`src/rtl/mgmt_phy_pkg.sv`:
```
package mgmt_phy_pkg;
  localparam int CSR_W   = 32;
  localparam int DATA_W  = 16;
  localparam int RNUM_W  = 5;
  localparam int PADR_W  = 5;
  localparam int OPC_W   = 2;

  localparam int DATA_LSB = 0;
  localparam int RNUM_LSB = 16;
  localparam int PADR_LSB = RNUM_LSB + RNUM_W;
  localparam int OPC_LSB  = PADR_LSB + PADR_W;
  localparam int RDY_BIT  = OPC_LSB + OPC_W;
  localparam int IRQ_BIT  = RDY_BIT + 1;
  localparam int ERR_BIT  = IRQ_BIT + 1;

  // Bits kept from a host write: register number, PHY address, opcode, irq request
  localparam logic [CSR_W-1:0] KEEP_MASK =
    (((CSR_W'(1) << (RNUM_W + PADR_W + OPC_W)) - CSR_W'(1)) << RNUM_LSB)
    | (CSR_W'(1) << IRQ_BIT);

  typedef enum logic [RNUM_W-1:0] {
    PR_STAT   = 5'd1,
    PR_ID_HI  = 5'd2,
    PR_ID_LO  = 5'd3,
    PR_GSTAT  = 5'd10,
    PR_XSTAT  = 5'd15,
    PR_CABLE  = 5'd20
  } phy_reg_e;
endpackage

```
`src/rtl/mgmt_phy_table.sv`:
```
module mgmt_phy_table
  import mgmt_phy_pkg::*;
(
  input  logic [RNUM_W-1:0] rnum,
  output logic [DATA_W-1:0] value,
  output logic              hit
);
  always_comb begin
    hit   = 1'b1;
    value = '0;
    unique case (rnum)
      PR_STAT:  value = DATA_W'(16'h796D);
      PR_ID_HI: value = DATA_W'(16'h02A8);
      PR_ID_LO: value = DATA_W'(16'h0380);
      PR_GSTAT: value = DATA_W'(16'h7C00);
      PR_XSTAT: value = DATA_W'(16'h3000);
      PR_CABLE: value = DATA_W'(16'h0180);
      default: begin
        hit   = 1'b0;
        value = '0;
      end
    endcase
  end
endmodule

```
`src/rtl/mgmt_cmd_check.sv`:
```
module mgmt_cmd_check
  import mgmt_phy_pkg::*;
#(
  parameter int PHY_SELF = 1
) (
  input  logic [PADR_W-1:0] padr,
  input  logic              irq_req,
  output logic              bad_mode,
  output logic              bad_addr,
  output logic              err
);
  localparam logic [PADR_W-1:0] SELF = PADR_W'(PHY_SELF);
  always_comb begin
    bad_mode = irq_req;
    bad_addr = (padr != SELF);
    err      = bad_mode | bad_addr;
  end
endmodule

```
`src/rtl/mgmt_phy_responder.sv`:
```
module mgmt_phy_responder
  import mgmt_phy_pkg::*;
#(
  parameter int PHY_SELF = 1
) (
  input  logic             clk,
  input  logic             rst,
  input  logic             wr_en,
  input  logic [CSR_W-1:0] wr_data,
  output logic [CSR_W-1:0] ctl_q,
  output logic             unknown_reg
);
  logic              pend_q;
  logic [DATA_W-1:0] tbl_val;
  logic              tbl_hit;
  logic              chk_mode, chk_addr, chk_err;

  mgmt_phy_table u_table (
    .rnum  (ctl_q[RNUM_LSB +: RNUM_W]),
    .value (tbl_val),
    .hit   (tbl_hit)
  );

  mgmt_cmd_check #(.PHY_SELF(PHY_SELF)) u_check (
    .padr     (ctl_q[PADR_LSB +: PADR_W]),
    .irq_req  (ctl_q[IRQ_BIT]),
    .bad_mode (chk_mode),
    .bad_addr (chk_addr),
    .err      (chk_err)
  );

  always_ff @(posedge clk) begin
    if (rst) begin
      ctl_q       <= '0;
      pend_q      <= 1'b0;
      unknown_reg <= 1'b0;
    end else if (wr_en) begin
      ctl_q       <= wr_data & KEEP_MASK;
      pend_q      <= 1'b1;
      unknown_reg <= 1'b0;
    end else if (pend_q) begin
      ctl_q[DATA_LSB +: DATA_W] <= chk_err ? '0 : tbl_val;
      ctl_q[RDY_BIT]            <= 1'b1;
      ctl_q[ERR_BIT]            <= chk_err;
      unknown_reg               <= !chk_err && !tbl_hit;
      pend_q                    <= 1'b0;
    end
  end

  localparam logic [PADR_W-1:0] SELF_A = PADR_W'(PHY_SELF);

  AST_RSV_LOW: assert property (@(posedge clk) disable iff (rst)
    ctl_q[CSR_W-1] == 1'b0);
  AST_WRITE_DROPS_READY: assert property (@(posedge clk) disable iff (rst)
    wr_en |=> (!ctl_q[RDY_BIT] && !unknown_reg));
  AST_READY_NEXT: assert property (@(posedge clk) disable iff (rst)
    ($past(wr_en) && !wr_en) |=> ctl_q[RDY_BIT]);
  AST_ERR_NO_DATA: assert property (@(posedge clk) disable iff (rst)
    ctl_q[ERR_BIT] |-> (ctl_q[DATA_LSB +: DATA_W] == '0 && !unknown_reg));
  AST_IRQ_ERR: assert property (@(posedge clk) disable iff (rst)
    (ctl_q[RDY_BIT] && ctl_q[IRQ_BIT]) |-> ctl_q[ERR_BIT]);
  AST_PHY_ERR: assert property (@(posedge clk) disable iff (rst)
    (ctl_q[RDY_BIT] && ctl_q[PADR_LSB +: PADR_W] != SELF_A) |-> ctl_q[ERR_BIT]);
  AST_UNK_ZERO: assert property (@(posedge clk) disable iff (rst)
    unknown_reg |-> (ctl_q[DATA_LSB +: DATA_W] == '0 && ctl_q[RDY_BIT]));
  AST_HOLD: assert property (@(posedge clk) disable iff (rst)
    (!wr_en && ctl_q[RDY_BIT]) |=> ($stable(ctl_q) && $stable(unknown_reg)));
endmodule

```
`config.mk`:
```
export PLATFORM = sky130hd
export DESIGN_NAME = mgmt_phy_responder
export DESIGN_NICKNAME = d
export VERILOG_FILES = /design/src/rtl/mgmt_phy_pkg.sv /design/src/rtl/mgmt_phy_table.sv /design/src/rtl/mgmt_cmd_check.sv /design/src/rtl/mgmt_phy_responder.sv
export SDC_FILE = /design/constraint.sdc
export NUM_CORES = 1
export LEC_CHECK = 0
export CAP_MARGIN = 20
export CORE_ASPECT_RATIO = 1.2
export CORE_MARGIN = 2
export CORE_UTILIZATION = 39
export CTS_CLUSTER_DIAMETER = 60
export DETAILED_ROUTE_END_ITERATION = 8
export GPL_TIMING_DRIVEN = 0
export PLACE_DENSITY = 0.84
export SYNTH_ARGS = -nofsm -noshare
export SYNTH_HDL_FRONTEND = slang
export SYNTH_SLANG_ARGS = --single-unit
```
`constraint.sdc`:
```
create_clock -name clk -period 4.06 [get_ports clk]
set_input_delay 0.812 -clock clk [delete_from_list [all_inputs] [get_ports clk]]
set_output_delay 0.812 -clock clk [all_outputs]
set_load 0.01 [all_outputs]
```
==> impl_metrics.ini, run 1 <==
[final_layout]
fillers = 251
nets = 208
drive_gt1_share_pct = 11.0
largest_register_ffs = 23
multi_input_area_um2 = 502
antennaDiodeCount = 0
layout-area-overhead-vs-synth_pct = 46.2
ff_latch_area_um2 = 500

[clock_tree]
cts_hold_buf = 0
cts_tree = yes
clkLatencyLatePin_ns = 0.31
post_cts_buffers = 0
cts.sinks = 25
cts_buffers = 3
path_clk_slew_ns = 0.13
clk_root_buffer_cell = clkbuf_4
cts_htree_levels = 1
ctsResizeCount = 0
clk_path_buf_depth = 2

[logic_synthesis]
yosys-top-cells-area = dfxtp_1, mux2i_1, nor2_1
synth_edf_count = 0
yosys_most_used_dff = dfxtp_1
yosysSeqAreaShare_pct = 45.3
ys_ff_latch = 25
synth_cells = 122
yosys_warnings = 0
synth_cell_type_count = 31
synth_top_area_share_pct = 45.3
syn_area_per_cell_um2 = 9.06
yosys.area.top_type = dfxtp_1
async_flop_share_pct = 0
syn_area_mm2 = 0.00110

[global_routing]
first_global_vias = 942
grt_max_degree = 14
antenna_found_initial = 0
grt_remaining_overflow = 0
grt_pass1_wl_mm = 3.91
grt_usage_pct = 15.2

[place]
hpwl_mm = 1.91
gp_congestion = 0.741
port-buffer-count = 43
pre_cts_slack_ns = 2.01

[drt]
highest_layer = met4
drt_iter0_drc = 9
wl_met3_um = 194
vias_per_cell = 4.78
dr.pass1.iters = 4
avgRoutedWirePerCell_um = 11.6
m1WireLength_mm = 1.02
antenna_left = 0
drcViolationCount = 0
route.met2.wl_mm = 1.15
routed_wl_mm = 2.38
vias = 985

[setup_path]
worstSetupPathType = register to output pin
cp-start-kind = register
worstReg2RegEnd = ctl_q[14]
crit_path_end_kind = output pin
cp_max_fo = 5
critPathArrivalTime_ns = 1.39
reg2reg_depth = 4
r2r_slack_ns = 2.31
cp.required_ns = 3.25
reg2reg_from = ctl_q[22]

[sta]
hold_viol_final = 0
worst_pin_slew_ns = 0.495
period_minus_slack_ns = 2.20
final_max_slew_viol_count = 0
fin_setup_tns_ns = 0
setup_viol = 0
post-route-period-util_pct = 54.2
max-slew-margin-rel_pct = 66.8
layout_setup_ws_ns = 1.86
grt_setup_unrepaired = no
fin_skew_ns = 0.00558
fmax_ghz = 0.454

[power_and_ir_drop]
irDropWorstVdd_uv = 202
clock_power_share_pct = 24.2
p_int_mw = 0.338
combPwrFrac_pct = 17.7
p_seq_share_pct = 58.1
p_leak_nw = 0.638
swShare_pct = 24.9
power-per-cell-area_mw_per_mm2 = 279
p_switching_mw = 0.112

[die]
fp.dieW_um = 52.6
design.portCount = 68
core_area_mm2 = 0.00273
num_rows = 21
fp.dieH_um = 62.3
initial_utilization_pct = 40.4
die_area_mm2 = 0.00328

[hold_path]
min_path_type = register to register
hold_end = ctl_q[9]
whs_path_depth = 2
min-delay-start = ctl_q[9]

[outcome]
status = finished, final reports clean

[flow_run]
maxCapViolations = 0
[synth_stat cells (all sizes together), types with 2 or more instances]
library cell / number
a21oi: 8
buf: 11
clkbuf: 7
dfxtp: 25
inv: 2
mux2i: 13
nand2b: 2
nand3b: 2
nor2: 24
nor2b: 5
o21ai: 3
or2: 2
[stage by stage]
step | power, mW | utilization [%] | hold slack, ns | cells | cell area [um^2]
final | 0.450 | 59.1 | 0.477 | 206 | 1620
after global routing | 0.472 | 59.1 | 0.501 | 206 | 1620
after CTS | 0.453 | 59.1 | 0.481 | 206 | 1620
after detailed placement | 0.347 | 58.2 | 0.460 | 202 | 1590
after global placement | 0.344 | 58.2 | 0.449 | 202 | 1590
after floorplan | 0.308 | - | 0.490 | 125 | 1120
[layout make-up]
type / count / share of cell area (%)
buffer: 18 / 6.58
clock buffer: 4 / 1.63
inverter: 2 / 0.465
multi-input combinational: 80 / 31.1
sequential: 25 / 31.0
tap: 34 / 2.63
timing repair buffer: 43 / 26.6
[how the worst max path moves through the flow]
stage / endpoint / start / cells after the start / slack [ns]
after floorplan: ctl_q[18] / wr_en / 4 / 2.32
after global placement: ctl_q[9] / rst / 4 / 2.03
after global routing: ctl_q[29] / ctl_q[29] / 2 / 1.78
final: ctl_q[29] / ctl_q[29] / 2 / 1.86
after detailed placement: ctl_q[14] / rst / 4 / 2.01
after CTS: ctl_q[29] / ctl_q[29] / 2 / 1.85
[worst max-delay path, cell delays in order, from the launching register on]
cell	delay, ns
dfxtp_1	0.43
buf_4	0.13
clkdlybuf4s50_1	0.52
[logic make-up after synthesis]
group,count (synthesis),share of synthesized area (%)
buffers and inverters,20,10.3
AO/OA/AOI/OAI,15,7.93
flip-flops,25,45.3
other,1,0.339
multiplexers,13,11.8
AND/OR/NAND/NOR,47,23.6
XOR/XNOR,1,0.793
[layout by cell type, fill, tap and decap left out, types with 3 or more instances in the layout]
| master | netlist | layout |
|---|---|---|
| clkdlybuf4s50_1 | 0 | 43 |
| buf_4 | 10 | 10 |
| dfxtp_1 | 25 | 25 |
| clkbuf_1 | 7 | 8 |
| mux2i_1 | 13 | 13 |
| nor2_1 | 24 | 24 |
| clkbuf_4 | 0 | 3 |
| nor2b_1 | 5 | 5 |
| o21ai_0 | 3 | 3 |
| conb_1 | 1 | 4 |
| a21oi_1 | 8 | 8 |
[per-layer routing]
metal  up-vias  GRT usage, %
li1        494             -
met1       448          18.9
met2        41          25.0
met3         2          4.57
met4         0          4.49
met5         -             0
[power by group through the flow]
stage	logic (mW)	registers (mW)	clock network (mW)
after floorplan	0.0385	0.270	0
after global placement	0.0771	0.267	0
after detailed placement	0.0795	0.267	0
after CTS	0.0800	0.262	0.111
after global routing	0.0865	0.263	0.122
final	0.0796	0.262	0.109
No activity file was read; power rests on OpenSTA's default activity.
==> inputs of run 2 (changes only) <==
--- a/config.mk
+++ b/config.mk
@@ -8,11 +8,11 @@
 export CAP_MARGIN = 20
 export CORE_ASPECT_RATIO = 1.2
 export CORE_MARGIN = 2
-export CORE_UTILIZATION = 39
+export CORE_UTILIZATION = 36
 export CTS_CLUSTER_DIAMETER = 60
 export DETAILED_ROUTE_END_ITERATION = 8
 export GPL_TIMING_DRIVEN = 0
-export PLACE_DENSITY = 0.84
+export PLACE_DENSITY = 0.78
 export SYNTH_ARGS = -nofsm -noshare
 export SYNTH_HDL_FRONTEND = slang
 export SYNTH_SLANG_ARGS = --single-unit
==> constraint.sdc (replaced) <==
create_clock -name clk -period 2.25 [get_ports clk]
set_input_delay 0.45 -clock clk [delete_from_list [all_inputs] [get_ports clk]]
set_output_delay 0.45 -clock clk [all_outputs]
set_load 0.01 [all_outputs]
==> run 2 against run 1 <==
Non-clock buffer count is the same. Combinational power grew 81%. Sequential share of layout area is essentially flat. Critical path depth is the same. Worst hold slack gained 0.00058 ns. Register-to-register slack lost 1.9 ns. Sequential cell count is the same. Utilization shrank 5.2 points. Via count grew 0.61%. First-iteration DRC count shrank 22%.
==> impl_metrics.ini, run 2 (same netlist as run 1, synthesis figures left out) <==
[outcome]
status = finished, final reports clean

[sta]
fin_skew_ns = 0.00427
final_max_slew_viol_count = 0
hold_viol_final = 0
fmax_ghz = 0.538
post-route-period-util_pct = 82.6
period_minus_slack_ns = 1.86
setup_viol = 0
grt_setup_unrepaired = no
fin_setup_tns_ns = 0

[final_layout]
drive_gt1_share_pct = 11.0
multi_input_area_um2 = 502
layout_commonest_cell = clkdlybuf4s50_1
mostFrequentLayoutCells = clkdlybuf4s50_1, dfxtp_1, nor2_1, mux2i_1, buf_4
antennaDiodeCount = 0
nets = 208
ff_latch_area_um2 = 500
largest_register_ffs = 23
layout-area-overhead-vs-synth_pct = 46.4
fillers = 286

[power_and_ir_drop]
p_leak_nw = 0.638
irDropWorstVdd_uv = 329
power-per-cell-area_mw_per_mm2 = 502
power.total_mw = 0.812

[die]
fp.dieW_um = 54.6
design.portCount = 68
core_area_mm2 = 0.00300
num_rows = 22
fp.dieH_um = 64.7
initial_utilization_pct = 36.8
die_area_mm2 = 0.00353

[setup_path]
path_cells = buf_4 -> clkdlybuf4s50_1
crit_buf_inv = 2
worstSetupPathType = register to output pin
crit_family = buffers and inverters
crit_path_end_kind = output pin
slowest_delay_ns = 0.52
slowest_stage = clkdlybuf4s50_1
critPathArrivalTime_ns = 1.41
r2r_slack_ns = 0.46
cp_max_fo = 5
cp.required_ns = 1.80
cp-start-kind = register

[drt]
vias_per_cell = 4.76
vias = 991
drt_iter0_drc = 7
dr.pass1.iters = 2
avgRoutedWirePerCell_um = 11.3
antenna_left = 0
routed_wl_mm = 2.34
drcViolationCount = 0

[clock_tree]
cts_htree_levels = 1
clk_root_buffer_cell = clkbuf_4
cts.sinks = 25
ctsResizeCount = 0
clk_path_buf_depth = 2
post_cts_buffers = 0
cts_tree = yes
cts_buffers = 3
path_clk_slew_ns = 0.13
cts_hold_buf = 0
clkLatencyLatePin_ns = 0.31

[flow_run]
maxCapViolations = 0

[global_routing]
grt_max_degree = 14
use_met3_pct = 2.76
grt_usage_pct = 13.7
first_global_vias = 896
grtUsageMet2_pct = 24.7
grt_pass1_wl_mm = 3.68
top_usage_layer = met2
met1_usage_pct = 15.2
grt_remaining_overflow = 0
antenna_found_initial = 0

[place]
port-buffer-count = 43
hpwl_mm = 1.88
gp_congestion = 0.754

[hold_path]
min_path_type = register to register
run 2: cell counts in the layout (fill, tap and decap cells not counted):
No cell type changed its count.
run 2: path summary, 6_finish.rpt:
path / to / cells after the start / start
setup / recovery: ctl_q[29] / 2 / ctl_q[29]
hold / removal: ctl_q[9] / 2 / ctl_q[9]
setup reg to reg: ctl_q[13] / 5 / ctl_q[16]
hold reg to reg: ctl_q[9] / 2 / ctl_q[9]
run 2: power by group:
group,leakage [nW],internal (mW),switching (mW)
clock,0.0150,0.0693,0.127
sequential,0.204,0.459,0.0131
combinational,0.419,0.0820,0.0616
total,0.638,0.610,0.202
run 2: metal layers:
layer	up-vias	share of wire (%)
met5	-	0
met4	0	0.38
met3	2	8.4
li1	497	-
met1	451	41
met2	41	50
run 2: through the flow:
stage	worst slack (ns)	area, um^2	util, %	hold slack (ns)	instances
6_report	0.392	1620	53.9	0.478	208
5_1_grt	0.338	1620	53.9	0.511	208
4_1_cts	0.381	1620	53.9	0.483	208
3_5_place_dp	0.488	1590	53.0	0.459	204
3_3_place_gp	0.553	1590	53.0	0.451	204
2_1_floorplan	0.582	1120	-	0.490	125
run 2: cell type report:
class / instances / share of cell area [%]
multi-input combinational: 80 / 31.0
sequential: 25 / 30.9
timing repair buffer: 43 / 26.6
buffer: 18 / 6.57
tap: 36 / 2.78
clock buffer: 4 / 1.62
inverter: 2 / 0.464
run 2: tightest hold or removal path, stage by stage (launching register included):
cell      delay (ns)
dfxtp_1         0.33
nand2b_1        0.06
a21oi_1         0.05
